--- src/rtl/ifq_pkg.sv ---
package ifq_pkg;

    // Bus cycle classification presented to the memory system.
    typedef enum logic [1:0] {
        CYC_IDLE   = 2'b00,
        CYC_IFETCH = 2'b01,
        CYC_DREAD  = 2'b10,
        CYC_DWRITE = 2'b11
    } bus_cyc_e;

endpackage

--- src/rtl/ifq_arbiter.sv ---
module ifq_arbiter
    import ifq_pkg::*;
#(
    parameter int ADDR_W = 24,
    parameter int DATA_W = 8
) (
    input  logic              flush_i,
    input  logic              ex_req_i,
    input  logic              ex_we_i,
    input  logic [ADDR_W-1:0] ex_addr_i,
    input  logic [DATA_W-1:0] ex_wdata_i,
    input  logic [ADDR_W-1:0] fetch_pc_i,
    input  logic              q_full_i,
    output logic [ADDR_W-1:0] bus_addr_o,
    output bus_cyc_e          bus_cyc_o,
    output logic [DATA_W-1:0] bus_wdata_o,
    output logic              fetch_go_o
);

    // Execute owns the bus first; a flush cycle never fetches, since the
    // PC being driven is already stale.
    always_comb begin
        bus_addr_o  = fetch_pc_i;
        bus_cyc_o   = CYC_IDLE;
        bus_wdata_o = '0;
        fetch_go_o  = 1'b0;
        if (ex_req_i) begin
            bus_addr_o = ex_addr_i;
            if (ex_we_i) begin
                bus_cyc_o   = CYC_DWRITE;
                bus_wdata_o = ex_wdata_i;
            end else begin
                bus_cyc_o = CYC_DREAD;
            end
        end else if (!flush_i && !q_full_i) begin
            bus_cyc_o  = CYC_IFETCH;
            fetch_go_o = 1'b1;
        end
    end

endmodule

--- src/rtl/ifq_pc.sv ---
module ifq_pc #(
    parameter int               ADDR_W   = 24,
    parameter logic [ADDR_W-1:0] RESET_PC = '0
) (
    input  logic              clk,
    input  logic              rst_n,
    input  logic              flush_i,
    input  logic [ADDR_W-1:0] flush_pc_i,
    input  logic              fetch_go_i,
    output logic [ADDR_W-1:0] pc_o
);

    typedef struct packed {
        logic [ADDR_W-1:0] pc;
    } pc_state_t;

    pc_state_t st_d, st_q;

    always_comb begin
        st_d = st_q;
        if (flush_i) begin
            st_d.pc = flush_pc_i;
        end else if (fetch_go_i) begin
            st_d.pc = st_q.pc + 1'b1;
        end
    end

    always_ff @(posedge clk or negedge rst_n) begin
        if (!rst_n) begin
            st_q.pc <= RESET_PC;
        end else begin
            st_q <= st_d;
        end
    end

    assign pc_o = st_q.pc;

endmodule

--- src/rtl/ifq_queue.sv ---
module ifq_queue #(
    parameter int DEPTH  = 3,
    parameter int DATA_W = 8,
    parameter int ADDR_W = 24
) (
    input  logic              clk,
    input  logic              rst_n,
    input  logic              clear_i,
    input  logic              push_i,
    input  logic [DATA_W-1:0] push_data_i,
    input  logic [ADDR_W-1:0] push_addr_i,
    input  logic              pop_i,
    output logic              full_o,
    output logic              valid_o,
    output logic [DATA_W-1:0] head_data_o,
    output logic [ADDR_W-1:0] head_addr_o
);

    localparam int PTR_W = (DEPTH > 1) ? $clog2(DEPTH) : 1;
    localparam int CNT_W = $clog2(DEPTH + 1);
    localparam logic [PTR_W-1:0] LAST = PTR_W'(DEPTH - 1);
    localparam logic [CNT_W-1:0] FULL = CNT_W'(DEPTH);

    typedef struct packed {
        logic [DEPTH-1:0][DATA_W-1:0] data;
        logic [DEPTH-1:0][ADDR_W-1:0] tag;
        logic [PTR_W-1:0]             rd_ptr;
        logic [PTR_W-1:0]             wr_ptr;
        logic [CNT_W-1:0]             cnt;
    } q_state_t;

    q_state_t st_d, st_q;

    function automatic logic [PTR_W-1:0] ptr_step(input logic [PTR_W-1:0] p);
        return (p == LAST) ? '0 : p + 1'b1;
    endfunction

    logic pop_ok;
    logic push_ok;

    always_comb begin
        st_d    = st_q;
        pop_ok  = pop_i && (st_q.cnt != '0);
        push_ok = push_i && (st_q.cnt != FULL);
        if (clear_i) begin
            st_d.rd_ptr = '0;
            st_d.wr_ptr = '0;
            st_d.cnt    = '0;
        end else begin
            for (int i = 0; i < DEPTH; i++) begin
                if (push_ok && (st_q.wr_ptr == PTR_W'(i))) begin
                    st_d.data[i] = push_data_i;
                    st_d.tag[i]  = push_addr_i;
                end
            end
            if (push_ok) begin
                st_d.wr_ptr = ptr_step(st_q.wr_ptr);
            end
            if (pop_ok) begin
                st_d.rd_ptr = ptr_step(st_q.rd_ptr);
            end
            st_d.cnt = st_q.cnt + CNT_W'(push_ok) - CNT_W'(pop_ok);
        end
    end

    always_ff @(posedge clk or negedge rst_n) begin
        if (!rst_n) begin
            st_q <= '0;
        end else begin
            st_q <= st_d;
        end
    end

    assign full_o      = (st_q.cnt == FULL);
    assign valid_o     = (st_q.cnt != '0);
    assign head_data_o = st_q.data[st_q.rd_ptr];
    assign head_addr_o = st_q.tag[st_q.rd_ptr];

endmodule

--- src/rtl/ifq_prefetch.sv ---
module ifq_prefetch
    import ifq_pkg::*;
#(
    parameter int                ADDR_W   = 24,
    parameter int                DATA_W   = 8,
    parameter int                DEPTH    = 3,
    parameter logic [ADDR_W-1:0] RESET_PC = '0
) (
    input  logic              clk,
    input  logic              rst_n,
    input  logic              flush_i,
    input  logic [ADDR_W-1:0] flush_pc_i,
    input  logic              ex_req_i,
    input  logic              ex_we_i,
    input  logic [ADDR_W-1:0] ex_addr_i,
    input  logic [DATA_W-1:0] ex_wdata_i,
    output logic [ADDR_W-1:0] bus_addr_o,
    output logic [1:0]        bus_cyc_o,
    output logic [DATA_W-1:0] bus_wdata_o,
    input  logic [DATA_W-1:0] bus_rdata_i,
    output logic              byte_valid_o,
    output logic [DATA_W-1:0] byte_o,
    output logic [ADDR_W-1:0] byte_pc_o,
    input  logic              byte_take_i
);

    logic [ADDR_W-1:0] pc;
    logic              q_full;
    logic              fetch_go;
    bus_cyc_e          cyc;

    ifq_pc #(
        .ADDR_W  (ADDR_W),
        .RESET_PC(RESET_PC)
    ) u_pc (
        .clk       (clk),
        .rst_n     (rst_n),
        .flush_i   (flush_i),
        .flush_pc_i(flush_pc_i),
        .fetch_go_i(fetch_go),
        .pc_o      (pc)
    );

    ifq_arbiter #(
        .ADDR_W(ADDR_W),
        .DATA_W(DATA_W)
    ) u_arb (
        .flush_i    (flush_i),
        .ex_req_i   (ex_req_i),
        .ex_we_i    (ex_we_i),
        .ex_addr_i  (ex_addr_i),
        .ex_wdata_i (ex_wdata_i),
        .fetch_pc_i (pc),
        .q_full_i   (q_full),
        .bus_addr_o (bus_addr_o),
        .bus_cyc_o  (cyc),
        .bus_wdata_o(bus_wdata_o),
        .fetch_go_o (fetch_go)
    );

    ifq_queue #(
        .DEPTH (DEPTH),
        .DATA_W(DATA_W),
        .ADDR_W(ADDR_W)
    ) u_q (
        .clk        (clk),
        .rst_n      (rst_n),
        .clear_i    (flush_i),
        .push_i     (fetch_go),
        .push_data_i(bus_rdata_i),
        .push_addr_i(pc),
        .pop_i      (byte_take_i),
        .full_o     (q_full),
        .valid_o    (byte_valid_o),
        .head_data_o(byte_o),
        .head_addr_o(byte_pc_o)
    );

    assign bus_cyc_o = cyc;

endmodule

--- config.mk ---
export PLATFORM = sky130hd
export DESIGN_NAME = ifq_prefetch
export DESIGN_NICKNAME = d
export VERILOG_FILES = /design/src/rtl/ifq_pkg.sv /design/src/rtl/ifq_arbiter.sv /design/src/rtl/ifq_pc.sv /design/src/rtl/ifq_queue.sv /design/src/rtl/ifq_prefetch.sv
export SDC_FILE = /design/constraint.sdc
export NUM_CORES = 1
export LEC_CHECK = 0
export ABC_AREA = 1
export BUFFER_PORTS_ARGS = -buffer_cell sky130_fd_sc_hd__clkbuf_2
export CORE_MARGIN = 2
export CORE_UTILIZATION = 55
export CTS_CLUSTER_DIAMETER = 60
export DETAILED_ROUTE_END_ITERATION = 8
export HOLD_SLACK_MARGIN = 0.03
export PLACE_DENSITY = 0.85
export SYNTH_ARGS = -nofsm -noshare
export SYNTH_HDL_FRONTEND = slang
export SYNTH_SLANG_ARGS = --single-unit
export TNS_END_PERCENT = 50
--- constraint.sdc ---
create_clock -name clk -period 2 [get_ports clk]
set_input_delay 0 -clock clk [delete_from_list [all_inputs] [get_ports clk]]
set_output_delay 0 -clock clk [all_outputs]
set_load 0.02 [all_outputs]
Word-level counts from Yosys, hierarchy flattened

Index checks and enable logic that the tools add are counted.

Flip-flop bits (word level): 126
Input bits: 70
Output and inout bits: 67

Add/subtract/negate cells: 5
Order comparisons: 1
Equality and inequality tests: 5
Muxes and demuxes: 19
Bitwise logic cells: 1
Reductions and logical operators: 16

Operator list:

| kind                    | count |
|---|---|
| $mux W24                | 4 |
| $bmux W24 S2            | 1 |
| $add A24 B1 Y24 const B | 1 |
| $mux W8                 | 3 |
| $bmux W8 S2             | 1 |
| $mux W2                 | 5 |
| $reduce_bool A2 Y1      | 4 |
| $eq A2 B2 Y1 const B    | 3 |
| $logic_and A1 B1 Y1     | 6 |
| $mux W6                 | 1 |
| $reduce_and A2 Y1       | 3 |
| $add A2 B1 Y2 const B   | 2 |
| $mux W1                 | 4 |
| $lt A2 B3 Y1 const B    | 1 |
| $add A2 B1 Y2           | 1 |
| $eq A2 B1 Y1 const B    | 1 |
| $logic_not A1 Y1        | 2 |
| $logic_not A2 Y1        | 1 |
| $ne A2 B2 Y1 const B    | 1 |
| $sub A2 B1 Y2           | 1 |
| $not A1 Y1              | 1 |

Longest topological paths before layout

Gate-level depths: netlist of the first run.

Depth in word-level cells: 9
Mapped depth: 10

By module

A second synthesis of the first run with hierarchy kept.

Cell total of the unflattened synthesis: 1008
Area, all modules: 7497.2 um2

By module, submodules not included:

| module      | times used | cells each | area an instance (um2) | sequential area each (um2) |
|---|---|---|---|---|
| ifq_queue   | 1          | 679        | 5444.0                 | 2552.4 |
| ifq_pc      | 1          | 229        | 1627.8                 | 600.6 |
| ifq_arbiter | 1          | 100        | 425.4                  | 0.0 |

Worst setup path after synthesis of the first run

No wires, ideal clock.

Path kind: register -> register
Start point: register u_q.st_q[0] (netlist bit)
End point: register u_q.st_q[1] (netlist bit)
Library setup time: 131 ps
Arrival time: 1451 ps
Setup slack: 417 ps
Cell stages (with the launch flop): 10
Buffers on the path: 0
Period minus slack after synthesis: 1583 ps
Cell sequence: dfrtp_1 inv_1 nand2_1 nand2_1 inv_1 ha_1 inv_1 ha_1 xor2_1 nor2_1

RTL lines:

| item                     | RTL line        | source |
|---|---|---|
| start: declaration       | ifq_queue.sv:32 | `q_state_t st_d, st_q;` |
| start signal: assignment | ifq_queue.sv:70 | `st_q <= st_d;` |

Worst setup path in the final report of the first run

Start point: register u_q.st_q[5] (netlist bit)
End point: output byte_pc_o[12]

Cells in the longest elaborated chain, start to end: 2

Ends and longest elaborated chain:

| item                           | RTL line           | source |
|---|---|---|
| $bmux W24 S2                   | ifq_queue.sv:77    | `assign head_addr_o = st_q.tag[st_q.rd_ptr];` |
| $mux W24 (not written as such) | ifq_queue.sv:77    |  |
| end: declaration               | ifq_prefetch.sv:23 | `output logic [ADDR_W-1:0] byte_pc_o,` |

No other way between the ends. The select of a mux whose other input is x is not followed.

==> run summary, run 1 <==
Power comes to 10.2 mW. The worst supply voltage drop on vdd is 0.872 mV. Entering global routing, the biggest net connects 127 pins. In this run the static leakage power is 4.05 nW. The number of clock buffers added by TritonCTS is 17. The number of pins with negative max-slew slack in the final report was 0. The largest total area in the synthesized netlist belongs to dfrtp_1. The tools report the met3 usage in global routing as 6.37%. The average wire per cell in the routed design is 15.8 µm. During placement, the flow inserted port buffers numbering 136. The distinct cell type count of the synthesized netlist was 31; the number of synthesized register bits was 126. Detailed routing inserted a total of 6169 vias. The clock arrives with 0.00705 ns of skew.

Detailed placement ended at an HPWL of 11000 µm. Highest fanout seen on the critical path: 14. The tools report the number of top-level pins as 137. For the area used by sequential logic in the layout, the log shows 3150 µm². Most frequently used cell type in the post-synthesis netlist: nand2_1. For this run, the top clock speed supported by timing is 501 MHz.

For the pin with the worst max-slew slack, the measured transition is 0.692 ns. The worst endpoint data arrival time came out at 2.00 ns. The run gives 50.6% as the register area share after synthesis. TritonCTS built the clock tree. Synthesis produced 791 cells.

The via-per-instance ratio came out at 5.56. Antenna violation net count after detailed routing: 0. The number of enable flip-flop cells after synthesis is 0. The run gives 773 as the final-layout fill cell count.

Global routing used 29.3% of the available tracks across all layers. For this configuration, the core starts out at a cell density of 57.0%. Of the cells placed in the final design, the portion with a size suffix greater than 1 is 20.2%. Dividing total power by cell area gives a power density of 1270 nW/µm². Worst stage delay on the critical path: 0.40 ns.

Of all flip-flops after synthesis, the portion carrying an async set or reset was 100%. The average instance area after synthesis is 7.88 µm², and the netlist area before placement is 6230 µm². The cell sitting at the root of the clock tree is a clkbuf_16. The busiest layer in global routing was met2. For the required time at the worst-slack endpoint, the log shows 2.00 ns. The commonest cells after synthesis are 212 x nand2_1, 153 x o21ai_0, 126 x dfrtp_1.

When the netlist entered floorplanning its net count stood at 864. For this run, the number of Yosys warnings is 0. The die outline area is 12200 µm². Number of diodes: 0. The flow ran to the end, and the final reports show no timing, DRC or antenna violations. The placed instances occupy a cell area of 7080 µm².

The worst setup path is of the register to output pin kind. The clock tree synthesis step divided the H-tree into 4 levels. The post-route cell area is 8030 µm², and the max-cap violation count is 0. The clock passes through at most 2 buffers. The tools report the global placement routability congestion as 0.969. The logs give 6172 for the via count of the first global-routing pass and 38.5% for the met1 routing resource usage after global routing.

For this run, design rule violations remaining after detail routing come to 0. Master of the slowest instance on the critical path: dfrtp_1. Dominant delay contributor by cell family on the critical path: buffers and inverters. The fraction of the cycle the final worst path needs was 99.8%; the total number of placement rows was 38.

The first global-routing pass estimated 28900 µm of wire. In this run, the number of DRC markers left after iteration 0 of detailed routing was 575. For the number of sinks driven by the clock tree, the log shows 126. The run gives 0.42 ns as the source-to-sink clock delay at the later pin of the worst-skew pair. For this run, the detailed router's first-pass iteration total came to 7. Total wirelength of the detailed-routed design: 17500 µm. The most used flip-flop cell after synthesis is dfrtp_1. The run gives 0 as the number of hold violations in the final report.

Setup violations remaining at the end of the flow were counted as 0. The number of antenna violations at the first check in global routing was 0; the die height was 110 µm. From left edge to right edge, the die measures 110 µm. For met2 alone, demand over resource in global routing was 47.4%. The total overflow left after global routing is 0.

Headroom to the max-slew limit came out at 53.9%. Traced cell by cell, the critical path runs through inv_1 -> nor2_1 -> clkinvlp_4 -> buf_4 -> o21ai_0 -> clkbuf_2. The clock edge transition at the registers on the reported setup and hold paths is 0.06 ns, and the placeable core region is 10900 µm². The area added between synthesis and finish is 28.8%. The worst setup path is launched from a register. Of the post-synthesis cell area, the dominant cell type holds 50.6%.

STA classifies the critical path endpoint as an output pin. After the last flow step, the layout net total stands at 1031. The worst hold-check path type was input port to register. In the final layout, the multi-input gates occupy 2540 µm².

By area the synthesized netlist is led by dfrtp_1 51%, nand2_1 13%, o21ai_0 12%. The critical path contains buffers and inverters numbering 4 combined. The shortest period the worst path allows is 2.00 ns.
==> tightest hold or removal path, stage by stage <==
cell	delay, ns
clkbuf_2	0.10
inv_2	0.15
nor2_1	0.13
a21oi_1	0.04
==> registers in the layout (all words and copies together), names as in the netlist <==
register / count
u_pc.pc_o: 24
u_q.st_q: 102
==> where the power goes <==
part	switching, mW	internal, mW	total (mW)
clock network	1.14	1.87	3.01
registers	0.505	3.47	3.97
logic	2.04	1.13	3.17
==> metrics by stage <==
step                util, %  hold WS [ns]  setup TNS, ns  cells  setup slack [ns]
finish                 73.4        0.0546              0   1110           0.00314
global route           73.4        0.0654          -1.04   1110            -0.101
CTS                    73.3        0.0449              0   1109            0.0194
detailed placement     64.8         0.156              0   1043             0.239
global placement       64.8         0.158              0   1043             0.323
floorplan                 -        -0.296              0    791             0.417
==> cell families (layout without fill, tap and decap cells) <==
family | after synthesis | in the layout | synth area share, %
AO/OA/AOI/OAI | 210 | 210 | 18.8
AND/OR/NAND/NOR | 303 | 303 | 19.7
buffers and inverters | 138 | 317 | 8.79
XOR/XNOR | 11 | 11 | 1.55
flip-flops | 126 | 126 | 50.6
adder cells (fa/ha/maj) | 3 | 3 | 0.602
==> layer usage <==
metal / share of wire [%] / wire (µm)
met1: 40 / 7080
met2: 48 / 8440
met3: 8.5 / 1490
met4: 2.9 / 509
met5: 0 / 0
==> cells in the final DEF, fill, tap and decap left out, types with 2 or more instances in the layout <==
master         count
dlygate4sd3_1     35
nor2_2             3
clkbuf_16         17
nand4_1            4
dfrtp_1          126
o21ai_0          153
xor2_1             9
inv_2              2
clkinvlp_4         3
buf_4             16
buf_12             3
o21bai_1           4
bufinv_16          2
clkbuf_2         135
o211ai_1           5
ha_1               3
inv_1             94
o221ai_1           2
a21oi_1            3
nand3_2            2
nor2_1            43
a22oi_1           30
clkinv_2           2
nand3_1           34
nand2_1          212
o21ai_1           11
inv_6              2
xnor2_1            2
clkinv_4           4
==> timing repair <==
| action | CTS | global route |
|---|---|---|
| setup endpoints to repair | 0 | 15 |
| resized for setup | 0 | 2 |
| hold buffers | 35 | 0 |
| buffers inserted | 0 | 1 |
| endpoints found under the hold margin | 176 | 0 |
==> layout make-up <==
cell class	count	area share, %
clock inverters	12	1.71
inverters	97	4.58
clock buffers	19	5.52
flip-flops and latches	126	39.3
multi-input cells	527	31.7
well taps	140	2.18
repair buffers	189	15.0
==> final timing paths <==
path | slack, ns | end | from | depth (start not counted)
min | 0.05 | u_pc.pc_o[8] | flush_i | 4
min in group asynchronous | 0.18 | u_q.st_q[15] | rst_n | 3
max reg2reg | 0.25 | u_q.st_q[36] | u_q.st_q[1] | 7
max in group asynchronous | 1.26 | u_pc.pc_o[15] | rst_n | 3
max | 0.003 | byte_pc_o[12] | u_q.st_q[5] | 6
min reg2reg | 0.49 | u_q.st_q[52] | u_q.st_q[52] | 2
Power figures use the tool's default switching activity.
==> run 2, diff against run 1 <==
- CORE_MARGIN: 2 -> unset
- REMOVE_ABC_BUFFERS: unset -> 1
==> run 2 against run 1 <==
  * Non-clock buffer count unchanged
  * Count of clock-buffer cells in the layout increased by 1
  * Highest routed layer unchanged
  * Largest cell class unchanged
  * Worst hold slack got worse by 0.021 ns
  * Critical path type unchanged
  * Critical endpoint is now byte_pc_o[13]
  * Register-to-register slack got worse by 0.02 ns
==> run summary, run 2 (same netlist as run 1, synthesis figures left out) <==
The worst supply voltage drop on vdd was 0.673 mV (-23%); the length of the first detailed-routing pass in iterations was 6 (-1). Setup repair after global routing left no endpoint under its margin. The number of diodes is 0 (unchanged), and the die height is 108 µm (-1.8%). The met1 routing resource usage after global routing is 41.2% (+2.7 points), and the upper clock frequency limit is 536 MHz (+7.0%). Post-route clock skew: 0.00995 ns (+0.00291 ns). The source-to-sink clock delay at the later pin of the worst-skew pair is 0.41 ns (about the same), and the total grt overflow is 0 (unchanged).

The tools report the placeable core region as 10900 µm² (unchanged). The minimum setup slack after placement is 0.243 ns (+0.00405 ns), and the number of sinks driven by the clock tree is 126 (unchanged). The run gives 0 (unchanged) as the count of unresolved DRC violations after routing. The worst slew margin relative to its limit came out at 56.5% (+2.7 points). The met2 global-route usage is 54.4% (+7.0 points).

The max-cap violation count is 0 (unchanged), and the post-CTS repair timing setup buffer count is 0 (unchanged). The number of top-level pins was 137 (unchanged); the flip-flop count of the largest register, all copies and words added was 102 (unchanged). The number of hold violations in the final report was 0 (unchanged); the die outline area was 11800 µm² (-3.6%). The run gives 57.0% (unchanged) as the effective utilization at floorplan. The run gives 0.134 ns (+0.131 ns) as the worst-case setup margin in the final layout. The tools report the final-report setup violation count as 0 (unchanged). The total wirelength of the detailed-routed design was 17500 µm (about the same); the slew of the pin with the lowest slew margin was 0.652 ns (-0.0403 ns). The pin count of the biggest net entering global routing was 58 (-54%); the wire length of the first global-routing pass was 29000 µm (+0.31%). The library cell used most frequently in the layout, excluding fill and tap cells, is nand2_1.

Leaving out fill and tap cells, the most frequent cells in the layout are 212 x nand2_1, 153 x o21ai_0, 135 x clkbuf_2. The register with the most flip-flops in the final layout is u_q.st_q. Busiest layer in global routing: met2. The met3 usage in global routing was 6.39% (+0.023 points). Final worst hold slack: 0.0339 ns (-0.0207 ns). STA classifies the critical path endpoint as an output pin. The number of pins with negative max-slew slack in the final report came out at 0 (unchanged). The fraction of layout instances using a drive strength above 1 came out at 20.2% (-0.021 points). The min-delay analysis places its worst path in the category input port to register. The via count came out at 6206 (+0.60%). The highest fanout seen on the critical path works out to 33 (+19). The detailed-placement wirelength estimate was 11000 µm (about the same). Total number of placement rows: 38 (unchanged).

The number of antenna violations at the first check in global routing is 0 (unchanged), and the via-per-instance ratio is 5.59 (+0.51%). The shortest period the worst path allows was 1.87 ns (-0.131 ns). The tools report the global-route usage over all layers as 32.4% (+3.1 points). The tools report the net count reported at finish as 1031 (unchanged).

Library cell used as clock root buffer: clkbuf_16. The run gives 0 (unchanged) as the antenna violation net count after detailed routing. The leakage power summed over all cells was 4.07 nW (+0.58%). The number of buffers inserted by port buffering is 136 (unchanged). The run finished with clean final reports.

Clock edge transition at the registers on the reported setup and hold paths: 0.06 ns (about the same). The number of design-rule violations left by the first detailed-router iteration was 459 (-20%); the worst endpoint data arrival time was 1.87 ns (-0.13 ns). The required time at the worst-slack endpoint came out at 2.00 ns (about the same). The power per cell area works out to 1300 nW/µm² (+2.8%).

The average wire per cell in the routed design was 15.8 µm (about the same); the via count of the first global-routing pass was 6089 (-1.3%). For the number of buffers created by CTS, the log shows 17 (unchanged). The number of levels the H-tree was split into came out at 4 (unchanged). TritonCTS built the clock tree.

The tools report the global placement routability congestion as 0.857 (-12%). Kind of critical path: register to output pin. STA classifies the critical path startpoint as a register. The die width is 108 µm (-1.8%). The area added between synthesis and finish is 29.8%. The number of buffers on the longest clock path came out at 2 (unchanged). The fraction of the cycle the final worst path needs was 93.3% (-6.6 points).
-- run 2: changes by cell type in the layout (fill, tap and decap cells not counted), sizes merged --
cell and delta:
clkinv -3, clkbuf +1, bufinv +3, dlygate4sd3 -1, buf +1, clkinvlp -1
inv +1
-- run 2: per-layer routing --
layer / vias to the layer above / wire [µm]
li1: 2904 / -
met1: 2939 / 6880
met2: 321 / 8740
met3: 42 / 1440
met4: 0 / 471
met5: - / 0
-- run 2: where the power goes --
part           total (mW)  internal (mW)  leakage (nW)  switching [mW]
combinational        3.16           1.12          2.21            2.04
sequential           3.97           3.47          1.55           0.507
clock                3.38           2.23         0.305            1.15
-- run 2: timing repair --
action                                 CTS  global route
hold buffers                            34             0
endpoints found under the hold margin   97             0
gates resized for setup                  0             2
setup endpoints to repair                0             4
-- run 2: cell type report --
cell class                      instances  area, µm²
Tap cell                              140        175
Fill cell                             806       2850
Inverter                               97        364
Sequential cell                       126       3150
Clock buffer                           20        437
Timing Repair Buffer                  189       1200
Clock inverter                         12        209
Multi-Input combinational cell        527       2550
-- run 2: critical path, stage by stage, from the launching register on --
cell,delay (ns)
dfrtp_1,0.38
inv_1,0.09
nor2_2,0.08
buf_4,0.37
a22oi_1,0.13
o21ai_0,0.15
clkbuf_2,0.22
-- run 2: metrics by stage --
step	total power [mW]	area [µm²]	util [%]	TNS, ns	cells
final	10.5	8090	74.0	0	1111
after global routing	11.1	8090	74.0	0	1111
after CTS	10.5	8080	73.9	0	1111
after detailed placement	7.04	7100	64.9	0	1045
after global placement	6.89	7100	64.9	0	1045
after floorplan	5.87	6050	-	-15.72	750
-- run 2: final timing paths --
check / from / cells after the start / endpoint / slack (ns)
max: u_q.st_q[4] / 6 / byte_pc_o[13] / 0.13
min: flush_i / 4 / u_pc.pc_o[3] / 0.03
max reg2reg: u_pc.pc_o[1] / 7 / u_pc.pc_o[22] / 0.23
min reg2reg: u_q.st_q[83] / 2 / u_q.st_q[83] / 0.49
max in group asynchronous: rst_n / 3 / u_q.st_q[100] / 1.13
min in group asynchronous: rst_n / 2 / u_q.st_q[33] / 0.17
==> run 3, diff against run 2 <==
- BUFFER_PORTS_ARGS: -buffer_cell sky130_fd_sc_hd__clkbuf_2 -> -buffer_cell sky130_fd_sc_hd__buf_4
==> run 3 against run 2 <==
  * Register-to-register slack worse by 0.13 ns
  * Routed wire length is 2.6% higher
  * Sequential cell count stayed put
  * Setup slack worse by 0.033 ns
  * Sequential share of layout area is 1.3 points lower
  * Die area stayed put
  * Critical endpoint is now u_q.st_q[89]
  * Largest power group unchanged
==> run summary, run 3 (same netlist as run 1, synthesis figures left out) <==
The run finished with clean final reports. The utilization after layout was 76.5% (+2.5 points); the area used by sequential logic in the layout was 3150 µm² (unchanged). In this run the most used layer during global routing was met2. The total wirelength of the detailed-routed design was 18000 µm (+2.6%); the shortest period the worst path allows was 1.90 ns (+0.0334 ns). The global-route usage over all layers was 32.4% (-0.066 points); the post-route cell area was 8360 µm² (+3.4%). The wire length of the first global-routing pass was 29000 µm (about the same); the worst endpoint data arrival time was 2.21 ns (+0.34 ns). The fraction of the cycle the final worst path needs is 95.0% (+1.7 points). The fraction of layout instances using a drive strength above 1 works out to 19.9% (-0.27 points). For the number of design-rule violations left by the first detailed-router iteration, the log shows 486 (+5.9%). The instance count after placement with tap cells included is 1042 (-0.29%).

The critical path is of the register to register type. Flip-flop count of the largest register, all copies and words added: 102 (unchanged). The count of cells along the worst register-to-register path is 6 (-1), and the placeable core region is 10900 µm² (unchanged). The total number of placement rows came out at 38 (unchanged). The number of diodes came out at 0 (unchanged). Length of the first detailed-routing pass in iterations: 6 (unchanged).

The tools report the upper clock frequency limit as 527 MHz (-1.8%). For the post-CTS repair timing setup buffer count, the log shows 0 (unchanged). Register bank with the most flops: u_q.st_q.

Power after layout: 10.5 mW (about the same). The pin count of the biggest net entering global routing was 65 (+12%); the max-cap violation count was 0 (unchanged). The final-report setup violation count was 0 (unchanged); the number of levels the H-tree was split into was 4 (unchanged). The tools report the final worst hold slack as 0.0473 ns (+0.0135 ns). The logs give 2 (unchanged) for the number of buffers on the longest clock path and 2550 µm² (unchanged) for the area of the multi-input gates.

The count of unresolved DRC violations after routing was 0 (unchanged); the number of hold violations in the final report was 0 (unchanged). The logs give 54.8% (+0.41 points) for the met2 global-route usage and 126 (unchanged) for the number of sinks driven by the clock tree. Leaving out fill and tap cells, the most frequent cells in the layout are 212 x nand2_1, 153 x o21ai_0, 150 x buf_4. STA classifies the critical path startpoint as a register.

The die height is 108 µm (unchanged), and the via-per-instance ratio is 5.64 (+1.1%). The average wire per cell in the routed design came out at 16.2 µm (+2.8%). The worst setup path is captured at a register. The number of buffers inserted by port buffering works out to 136 (unchanged). The die width was 108 µm (unchanged).

The tools report the die outline area as 11800 µm² (unchanged). The number of top-level pins is 137 (unchanged), and the net count reported at finish is 1031 (unchanged). The tools report the worst supply voltage drop on vdd as 0.733 mV (+9.0%). The met1 routing resource usage after global routing is 39.3% (-1.9 points).

Power per cell area: 1260 nW/µm² (-3.2%). The number of pins with negative max-slew slack in the final report was 0 (unchanged); the detailed-placement wirelength estimate was 10900 µm (-0.99%). The leakage power summed over all cells was 4.14 nW (+1.7%).

Effective utilization at floorplan: 57.0% (unchanged). TritonCTS built the clock tree. Area added between synthesis and finish: 34.2%.

Highest fanout seen on the critical path: 45 (+36%). The logs give 0 (unchanged) for the number of antenna violations at the first check in global routing and 7400 µm² (+4.3%) for the area after detailed placement. Most common cell after layout, fill and taps aside: nand2_1.

The total grt overflow came out at 0 (unchanged). The logs give 0.0105 ns (+0.000593 ns) for the post-route clock skew and 0.863 (+0.67%) for the global placement routability congestion. The tools report the number of buffers created by CTS as 17 (unchanged). Library cell used as clock root buffer: clkbuf_16. The run gives 7.78% (+1.4 points) as the met3 usage in global routing.

The run gives 0.42 ns (about the same) as the source-to-sink clock delay at the later pin of the worst-skew pair. The worst hold-check path type was input port to asynchronous set/reset pin. The slew of the pin with the lowest slew margin is 0.594 ns (-0.0578 ns). The tools report the required time at the worst-slack endpoint as 2.31 ns (+0.31 ns). The via count was 6260 (+0.87%).

Setup repair after global routing left no endpoint under its margin. The number of cells in the finished layout apart from fillers is 1109 (-0.18%). For the via count of the first global-routing pass, the log shows 6070 (-0.31%).

The tools report the final-layout fill cell count as 768 (-4.7%). Clock edge transition at the registers on the reported setup and hold paths: 0.06 ns (about the same). The antenna violation net count after detailed routing is 0 (unchanged). Worst slew margin relative to its limit: 60.4% (+3.8 points).
run 3: report_power, final:
| group | switching (mW) | total [mW] | leakage, nW | internal, mW |
|---|---|---|---|---|
| Combinational | 2.06 | 3.44 | 2.30 | 1.38 |
| Clock | 1.12 | 3.10 | 0.288 | 1.97 |
| Sequential | 0.523 | 3.99 | 1.55 | 3.47 |
run 3: cell type report:
cell class	instances	share of cell area (%)
clock buffers	19	5.30
multi-input cells	527	30.5
clock inverters	11	1.72
inverters	97	4.35
well taps	140	2.09
flip-flops and latches	126	37.7
repair buffers	189	18.4
run 3: metal layers:
metal | vias up | routed length, µm
met3 | 62 | 1660
met1 | 2922 | 6920
li1 | 2889 | -
met2 | 387 | 8860
met4 | 0 | 556
met5 | - | 0
run 3: stage by stage:
| stage | setup TNS [ns] | worst slack (ns) |
|---|---|---|
| final | 0 | 0.101 |
| after global routing | 0 | 0.0153 |
| after CTS | 0 | 0.132 |
| after detailed placement | 0 | 0.203 |
| after global placement | 0 | 0.264 |
| after floorplan | -15.72 | -0.456 |
run 3: final timing paths:
check	startpoint	to	slack [ns]
min in group clk	ex_addr_i[14]	bus_addr_o[14]	0.31
worst max-delay path	u_q.st_q[1]	u_q.st_q[89]	0.10
max in group asynchronous	rst_n	u_q.st_q[84]	1.30
worst max register to register	u_q.st_q[1]	u_q.st_q[89]	0.10
worst min-delay path	rst_n	u_q.st_q[7]	0.05
worst min register to register	u_q.st_q[83]	u_q.st_q[83]	0.49
run 3: worst max-delay path: stages, from the launching register on:
cell and delay (ns):
dfrtp_1 0.42, a21oi_4 0.23, nand2_4 0.16, inv_2 0.27, nand3_2 0.11, buf_4 0.27
o21ai_0 0.29
run 3: repair_timing:
item,CTS,global route
hold buffers,37,0
endpoints found under the hold margin,176,0
setup endpoints to repair,0,3
gates resized for setup,0,2
